`src/rtl/rx_pack_pkg.sv`:
```
package rx_pack_pkg;

    typedef enum logic [1:0] {
        CMD_SOP  = 2'd0,
        CMD_DATA = 2'd1,
        CMD_EOP  = 2'd2,
        CMD_BAD  = 2'd3
    } rx_cmd_e;

    typedef enum logic [1:0] {
        ST_IDLE,
        ST_PREAMBLE,
        ST_BODY,
        ST_DISCARD
    } rx_state_e;

    localparam logic [7:0]  PRE_BYTE    = 8'h55;
    localparam logic [7:0]  SFD_BYTE    = 8'hD5;
    localparam logic [31:0] CRC_POLY    = 32'hEDB88320;
    localparam logic [31:0] CRC_SEED    = 32'hFFFFFFFF;
    localparam logic [31:0] CRC_RESIDUE = 32'hDEBB20E3;

endpackage

```
`src/rtl/rx_crc32.sv`:
```
module rx_crc32
    import rx_pack_pkg::*;
(
    input  logic        clk,
    input  logic        rst_n,
    input  logic        seed_i,
    input  logic        step_i,
    input  logic [7:0]  byte_i,
    output logic [31:0] crc_o
);

    // Bit-serial update unrolled over one byte, LSB first
    function automatic logic [31:0] crc_byte(input logic [31:0] c, input logic [7:0] b);
        logic [31:0] r;
        r = c ^ {24'd0, b};
        for (int i = 0; i < 8; i++) begin
            r = r[0] ? ((r >> 1) ^ CRC_POLY) : (r >> 1);
        end
        return r;
    endfunction

    logic [31:0] crc_q;

    always_ff @(posedge clk or negedge rst_n) begin
        if (!rst_n) begin
            crc_q <= CRC_SEED;
        end else if (seed_i) begin
            crc_q <= CRC_SEED;
        end else if (step_i) begin
            crc_q <= crc_byte(crc_q, byte_i);
        end
    end

    assign crc_o = crc_q;

    // The register is reloaded with the seed whenever a frame starts
    assert_seed_load_R6: assert property (@(posedge clk) disable iff (!rst_n)
        seed_i |=> crc_q == CRC_SEED);

endmodule

```
`src/rtl/rx_word_pack.sv`:
```
module rx_word_pack #(
    parameter int WORD_BYTES = 4
) (
    input  logic                   clk,
    input  logic                   rst_n,
    input  logic                   clear_i,
    input  logic                   load_i,
    input  logic [7:0]             byte_i,
    output logic [8*WORD_BYTES-1:0] word_o,
    output logic [$clog2(WORD_BYTES+1)-1:0] fill_o
);

    localparam int FILL_W = $clog2(WORD_BYTES + 1);

    logic [FILL_W-1:0] fill_q;
    logic              wrap;

    // A load into a full word starts a fresh word in lane 0
    assign wrap = (fill_q == FILL_W'(WORD_BYTES));

    always_ff @(posedge clk or negedge rst_n) begin
        if (!rst_n) begin
            fill_q <= '0;
        end else if (clear_i) begin
            fill_q <= '0;
        end else if (load_i) begin
            fill_q <= wrap ? FILL_W'(1) : fill_q + FILL_W'(1);
        end
    end

    for (genvar l = 0; l < WORD_BYTES; l++) begin : g_lane
        logic [7:0] lane_q;
        always_ff @(posedge clk or negedge rst_n) begin
            if (!rst_n) begin
                lane_q <= '0;
            end else if (clear_i) begin
                lane_q <= '0;
            end else if (load_i) begin
                if (wrap) begin
                    lane_q <= (l == 0) ? byte_i : 8'd0;
                end else if (fill_q == FILL_W'(l)) begin
                    lane_q <= byte_i;
                end
            end
        end
        assign word_o[8*l +: 8] = lane_q;
    end

    assign fill_o = fill_q;

    assert_fill_bound_R5: assert property (@(posedge clk) disable iff (!rst_n)
        fill_q <= FILL_W'(WORD_BYTES));

endmodule

```
`src/rtl/eth_rx_packer.sv`:
```
module eth_rx_packer
    import rx_pack_pkg::*;
#(
    parameter int WORD_BYTES = 4,
    parameter int OVF_W      = 8
) (
    input  logic                           clk,
    input  logic                           rst_n,
    input  logic                           rx_dv,
    input  logic [7:0]                     rx_byte,
    input  logic                           fifo_full,
    output logic                           wr_en,
    output logic [8*WORD_BYTES-1:0]        wr_data,
    output logic [1:0]                     wr_cmd,
    output logic [$clog2(WORD_BYTES)-1:0]  wr_cnt,
    output logic [OVF_W-1:0]               ovf_count
);

    localparam int WORD_W = 8 * WORD_BYTES;
    localparam int FILL_W = $clog2(WORD_BYTES + 1);
    localparam int CNT_W  = $clog2(WORD_BYTES);

    rx_state_e         state_q, state_d;
    logic [WORD_W-1:0] word;
    logic [FILL_W-1:0] fill;
    logic [31:0]       crc;
    logic              first_q, lost_q;
    logic              sfd_hit, byte_in, frame_end;
    logic              mid_push, end_push, push_req;

    assign sfd_hit   = (state_q == ST_PREAMBLE) && rx_dv && (rx_byte == SFD_BYTE);
    assign byte_in   = (state_q == ST_BODY) && rx_dv;
    assign frame_end = (state_q == ST_BODY) && !rx_dv;
    assign mid_push  = byte_in && (fill == FILL_W'(WORD_BYTES));
    assign end_push  = frame_end && (fill != '0);
    assign push_req  = mid_push || end_push;

    rx_crc32 u_crc (
        .clk    (clk),
        .rst_n  (rst_n),
        .seed_i (sfd_hit),
        .step_i (byte_in),
        .byte_i (rx_byte),
        .crc_o  (crc)
    );

    rx_word_pack #(.WORD_BYTES(WORD_BYTES)) u_pack (
        .clk     (clk),
        .rst_n   (rst_n),
        .clear_i (sfd_hit),
        .load_i  (byte_in),
        .byte_i  (rx_byte),
        .word_o  (word),
        .fill_o  (fill)
    );

    // State register
    always_ff @(posedge clk or negedge rst_n) begin
        if (!rst_n) state_q <= ST_IDLE;
        else        state_q <= state_d;
    end

    // Next-state logic
    always_comb begin
        state_d = state_q;
        unique case (state_q)
            ST_IDLE: begin
                if (rx_dv) state_d = (rx_byte == PRE_BYTE) ? ST_PREAMBLE : ST_DISCARD;
            end
            ST_PREAMBLE: begin
                if (!rx_dv)                    state_d = ST_IDLE;
                else if (rx_byte == SFD_BYTE)  state_d = ST_BODY;
                else if (rx_byte != PRE_BYTE)  state_d = ST_DISCARD;
            end
            ST_BODY: begin
                if (!rx_dv) state_d = ST_IDLE;
            end
            ST_DISCARD: begin
                if (!rx_dv) state_d = ST_IDLE;
            end
            default: state_d = ST_IDLE;
        endcase
    end

    // Frame bookkeeping and write port
    always_ff @(posedge clk or negedge rst_n) begin
        if (!rst_n) begin
            first_q   <= 1'b0;
            lost_q    <= 1'b0;
            wr_en     <= 1'b0;
            wr_data   <= '0;
            wr_cmd    <= CMD_SOP;
            wr_cnt    <= '0;
            ovf_count <= '0;
        end else begin
            wr_en <= push_req && !fifo_full;
            if (sfd_hit) begin
                first_q <= 1'b1;
                lost_q  <= 1'b0;
            end else begin
                if (mid_push)              first_q <= 1'b0;
                if (push_req && fifo_full) lost_q  <= 1'b1;
            end
            if (push_req && fifo_full && (ovf_count != '1)) begin
                ovf_count <= ovf_count + OVF_W'(1);
            end
            if (push_req) begin
                wr_data <= word;
                if (end_push) begin
                    wr_cmd <= ((crc != CRC_RESIDUE) || lost_q) ? CMD_BAD : CMD_EOP;
                    wr_cnt <= fill[CNT_W-1:0];
                end else begin
                    wr_cmd <= first_q ? CMD_SOP : CMD_DATA;
                    wr_cnt <= '0;
                end
            end
        end
    end

    assert_push_from_body_R8: assert property (@(posedge clk) disable iff (!rst_n)
        wr_en |-> $past(state_q) == ST_BODY);

    assert_no_write_when_full_R9: assert property (@(posedge clk) disable iff (!rst_n)
        wr_en |-> !$past(fifo_full));

    assert_ovf_single_step_R9: assert property (@(posedge clk) disable iff (!rst_n)
        (ovf_count - $past(ovf_count)) <= OVF_W'(1));

    assert_nonfinal_count_R5: assert property (@(posedge clk) disable iff (!rst_n)
        (wr_en && (wr_cmd == CMD_SOP || wr_cmd == CMD_DATA)) |-> wr_cnt == '0);

    assert_discard_silent_R7: assert property (@(posedge clk) disable iff (!rst_n)
        (state_q == ST_DISCARD) |=> !wr_en);

endmodule

```
`config.mk`:
```
export PLATFORM = sky130hd
export DESIGN_NAME = eth_rx_packer
export DESIGN_NICKNAME = d
export VERILOG_FILES = /design/src/rtl/rx_pack_pkg.sv /design/src/rtl/rx_crc32.sv /design/src/rtl/rx_word_pack.sv /design/src/rtl/eth_rx_packer.sv
export SDC_FILE = /design/constraint.sdc
export NUM_CORES = 1
export LEC_CHECK = 0
export BUFFER_PORTS_ARGS = -buffer_cell sky130_fd_sc_hd__buf_4
export CAP_MARGIN = 10
export CORE_ASPECT_RATIO = 0.9
export CORE_MARGIN = 4
export CORE_UTILIZATION = 56
export CTS_BUF_LIST = sky130_fd_sc_hd__clkbuf_8 sky130_fd_sc_hd__clkbuf_16
export CTS_CLUSTER_DIAMETER = 150
export DETAILED_ROUTE_END_ITERATION = 6
export PLACE_DENSITY = 0.75
export SYNTH_ARGS = -nofsm -noshare
export SYNTH_HDL_FRONTEND = slang
export SYNTH_SLANG_ARGS = --single-unit
```
`constraint.sdc`:
```
create_clock -name clk -period 3.6 [get_ports clk]
set_input_delay 0.54 -clock clk [delete_from_list [all_inputs] [get_ports clk]]
set_output_delay 0.54 -clock clk [all_outputs]
set_load 0.01 [all_outputs]
```
==> summary.txt <==
Layout Area Growth over Synthesis -> 20.6%
Syn Area/Cell -> 12.2 um2
Final Hold Viols -> 0
DP HPWL -> 8.33 mm
P per Cell Area -> 1130 nW/um2
Clk_skew -> 7.15 ps
Crit-path max cell delay -> 660 ps
Post-Syn Area -> 5530 um2
Max cap viols -> 0
Nets@finish -> 533
Num CTS Buffers -> 17
CTS resizes -> 0
Die H -> 102 um
Grt ovf -> 0
Antenna Nets Post-Route -> 0
# IOs -> 57
Worst-path clk slew -> 60 ps
Initial Util -> 57.3%
Register bit total from synthesis -> 116
Post-CTS Setup Bufs -> 0
Slowest cell on crit path -> nor3b_1
Ys flop type -> dfrtp_1
# port buffers -> 56
R2R Setup Slk -> 1120 ps
Share of post-route cells with drive strength above 1 -> 32.8%
Die area -> 11500 um2
Post-synth EDFFs -> 0
Clock tree buffer depth -> 2
Drc violations -> 0
Sequential fraction of the synthesis area -> 53.2%
GRT Overall Usage -> 22.7%
Via count -> 3689
Pin count of the biggest net entering global routing -> 117
Core area -> 9660 um2
DR vias/cell -> 5.64
First-pass DRT Iterations -> 4
Kind of critical path -> flop to flop
Std cell rows -> 34
Drt total wl -> 12.5 mm
Buffer and inverter count on the worst path -> 1
Unique masters post-synth -> 47
First-pass GRT wire length -> 20.1 mm
Pleak -> 3.05 nW
Syn nets -> 473
CP Data Required Time -> 3990 ps
Antenna violations before repair -> 0
CP delay by family, top -> simple AND/OR/NAND/NOR gates
Hold_buf cts -> 0
Final Cycle Share -> 68.9%
Worst skew pair latency -> 520 ps
Total power -> 7.53 mW
Total negative setup slack -> 0 ps
TritonCTS Sinks -> 116
Vias in the first global route -> 3774
Final setup fails -> 0
1st-iter DRT viols -> 326
RSZ-0062 raised after global routing -> false
Max IR drop VDD -> 0.871 mV
CP Cell Sequence -> inv_1 > ha_1 > nand2b_1 > nor3b_1 > nand3_1 > nor4_1 > a21oi_1
YS warnings -> 0
Slew Limit Fails -> 0
Mapped Cells -> 455
Status -> completed
ANT cells -> 0
CTS tree -> yes
Routed length per instance -> 19.1 um
Worst Hold Class -> primary input to async pin
CP arrival -> 2870 ps
Die width -> 113 um
Clock root buffer -> clkbuf_8
CTS H-tree lvls -> 4
Worst-path fanout max -> 13
Asr flop ratio synth -> 100%
Final critical-path required period -> 2480 ps
Slew Limit Headroom -> 39.1%
Critical Path End Type -> flop
Setup crit start kind -> flop
Slew @ Worst Pin -> 913 ps
Fmax -> 403 MHz
Gpl congestion -> 0.820
-- metal layers --
metal / routed length (um) / vias to the layer above / track usage [%]
met2: 5840 / 93 / 34.4
met3: 634 / 21 / 6.45
met4: 229 / 0 / 8.32
li1: - / 1710 / -
met5: 0 / - / 0
met1: 5770 / 1865 / 31.6
-- final cells by class --
type	count	area, um2
Clock inverter	10	105
Tap cell	126	158
Fill cell	675	2990
Clock buffer	22	483
Timing Repair Buffer	61	470
Multi-Input combinational cell	314	2490
Sequential cell	116	2940
Inverter	5	18.8
-- final timing paths --
path,start,endpoint,depth (start not counted)
worst max-delay path,u_pack.fill_o[0],wr_cmd[0],7
worst min-delay path,rst_n,ovf_count[3],2
worst max register to register,u_pack.fill_o[0],wr_cmd[0],7
worst min register to register,wr_cmd[1],wr_cmd[1],1
max in group asynchronous,rst_n,wr_data[13],2
min in group clk,fifo_full,wr_en,2
-- registers in the layout (all words and copies together), names as in the netlist --
| signal | flops |
|---|---|
| first_q | 1 |
| lost_q | 1 |
| ovf_count | 8 |
| state_q | 2 |
| u_crc.crc_o | 32 |
| u_pack.fill_o | 3 |
| u_pack.g_lane.lane_q | 32 |
| wr_cmd | 2 |
| wr_cnt | 2 |
| wr_data | 32 |
| wr_en | 1 |
-- power breakdown --
group          switching, mW  total, mW  internal, mW
clock network          0.574       1.64          1.07
registers              0.464       2.46          2.00
logic                   1.62       3.42          1.80
total                   2.66       7.53          4.87
-- cells in the final DEF (no fill, tap or decap), drive strengths merged, types with 5 or more instances in the layout --
| cell | netlist | routed |
|---|---|---|
| o22a | 6 | 6 |
| dfstp | 32 | 32 |
| clkbuf | 18 | 22 |
| a22o | 11 | 11 |
| and2 | 5 | 5 |
| mux2 | 33 | 33 |
| o21ai | 9 | 9 |
| xor2 | 30 | 30 |
| a22oi | 15 | 15 |
| nor3 | 8 | 8 |
| nor2 | 40 | 40 |
| inv | 5 | 7 |
| a21oi | 23 | 23 |
| nand2 | 32 | 32 |
| xnor2 | 40 | 40 |
| nand3 | 14 | 14 |
| o211ai | 8 | 8 |
| dfrtp | 84 | 84 |
| ha | 6 | 6 |
| buf | 2 | 61 |
-- cell families after synthesis --
family,synth area share (%)
and+or+nand+nor,10.3
xor gates and xnor gates,16.7
adders and majority gates,1.36
muxes,6.72
buffers and inverters,1.74
DFF,53.2
AOI/OAI and AO/OA,9.91
-- cells in the mapped netlist (all sizes together), types with 3 or more instances --
master / number / area share (%)
dfrtp: 84 / 38
a22o: 11 / 1.7
ha: 6 / 1.4
o22a: 6 / 0.95
nand3: 14 / 1.3
nand4: 4 / 0.45
clkbuf: 18 / 1.2
nor2: 40 / 2.7
dfstp: 32 / 15
xor2: 30 / 5.8
a21o: 3 / 0.41
and2: 5 / 0.57
xnor3: 4 / 1.6
a21oi: 23 / 2.1
o21ai: 9 / 0.81
nor3: 8 / 0.72
mux2: 33 / 6.7
a22oi: 15 / 2.0
inv: 5 / 0.34
nand2b: 3 / 0.34
xnor2: 40 / 8.8
nand2: 32 / 2.2
o211ai: 8 / 1.2
-- worst reg2reg max path: stages (launching register included) --
cell	delay, ps
dfrtp_1	400
inv_1	120
ha_1	370
nand2b_1	180
nor3b_1	660
nand3_1	130
nor4_1	370
a21oi_1	120
-- through the flow --
step | cells | setup WS [ps] | utilization [%] | area, um2 | hold slack [ps]
final | 654 | 1120 | 69.0 | 6670 | 69.7
after global routing | 654 | 906 | 69.0 | 6670 | 142
after CTS | 654 | 1080 | 69.0 | 6670 | 123
after detailed placement | 622 | 1080 | 63.0 | 6080 | 479
after global placement | 622 | 1180 | 63.0 | 6080 | 459
after floorplan | 455 | 1620 | - | 5530 | 244
Note: power is estimated with default switching activity, not from simulation.
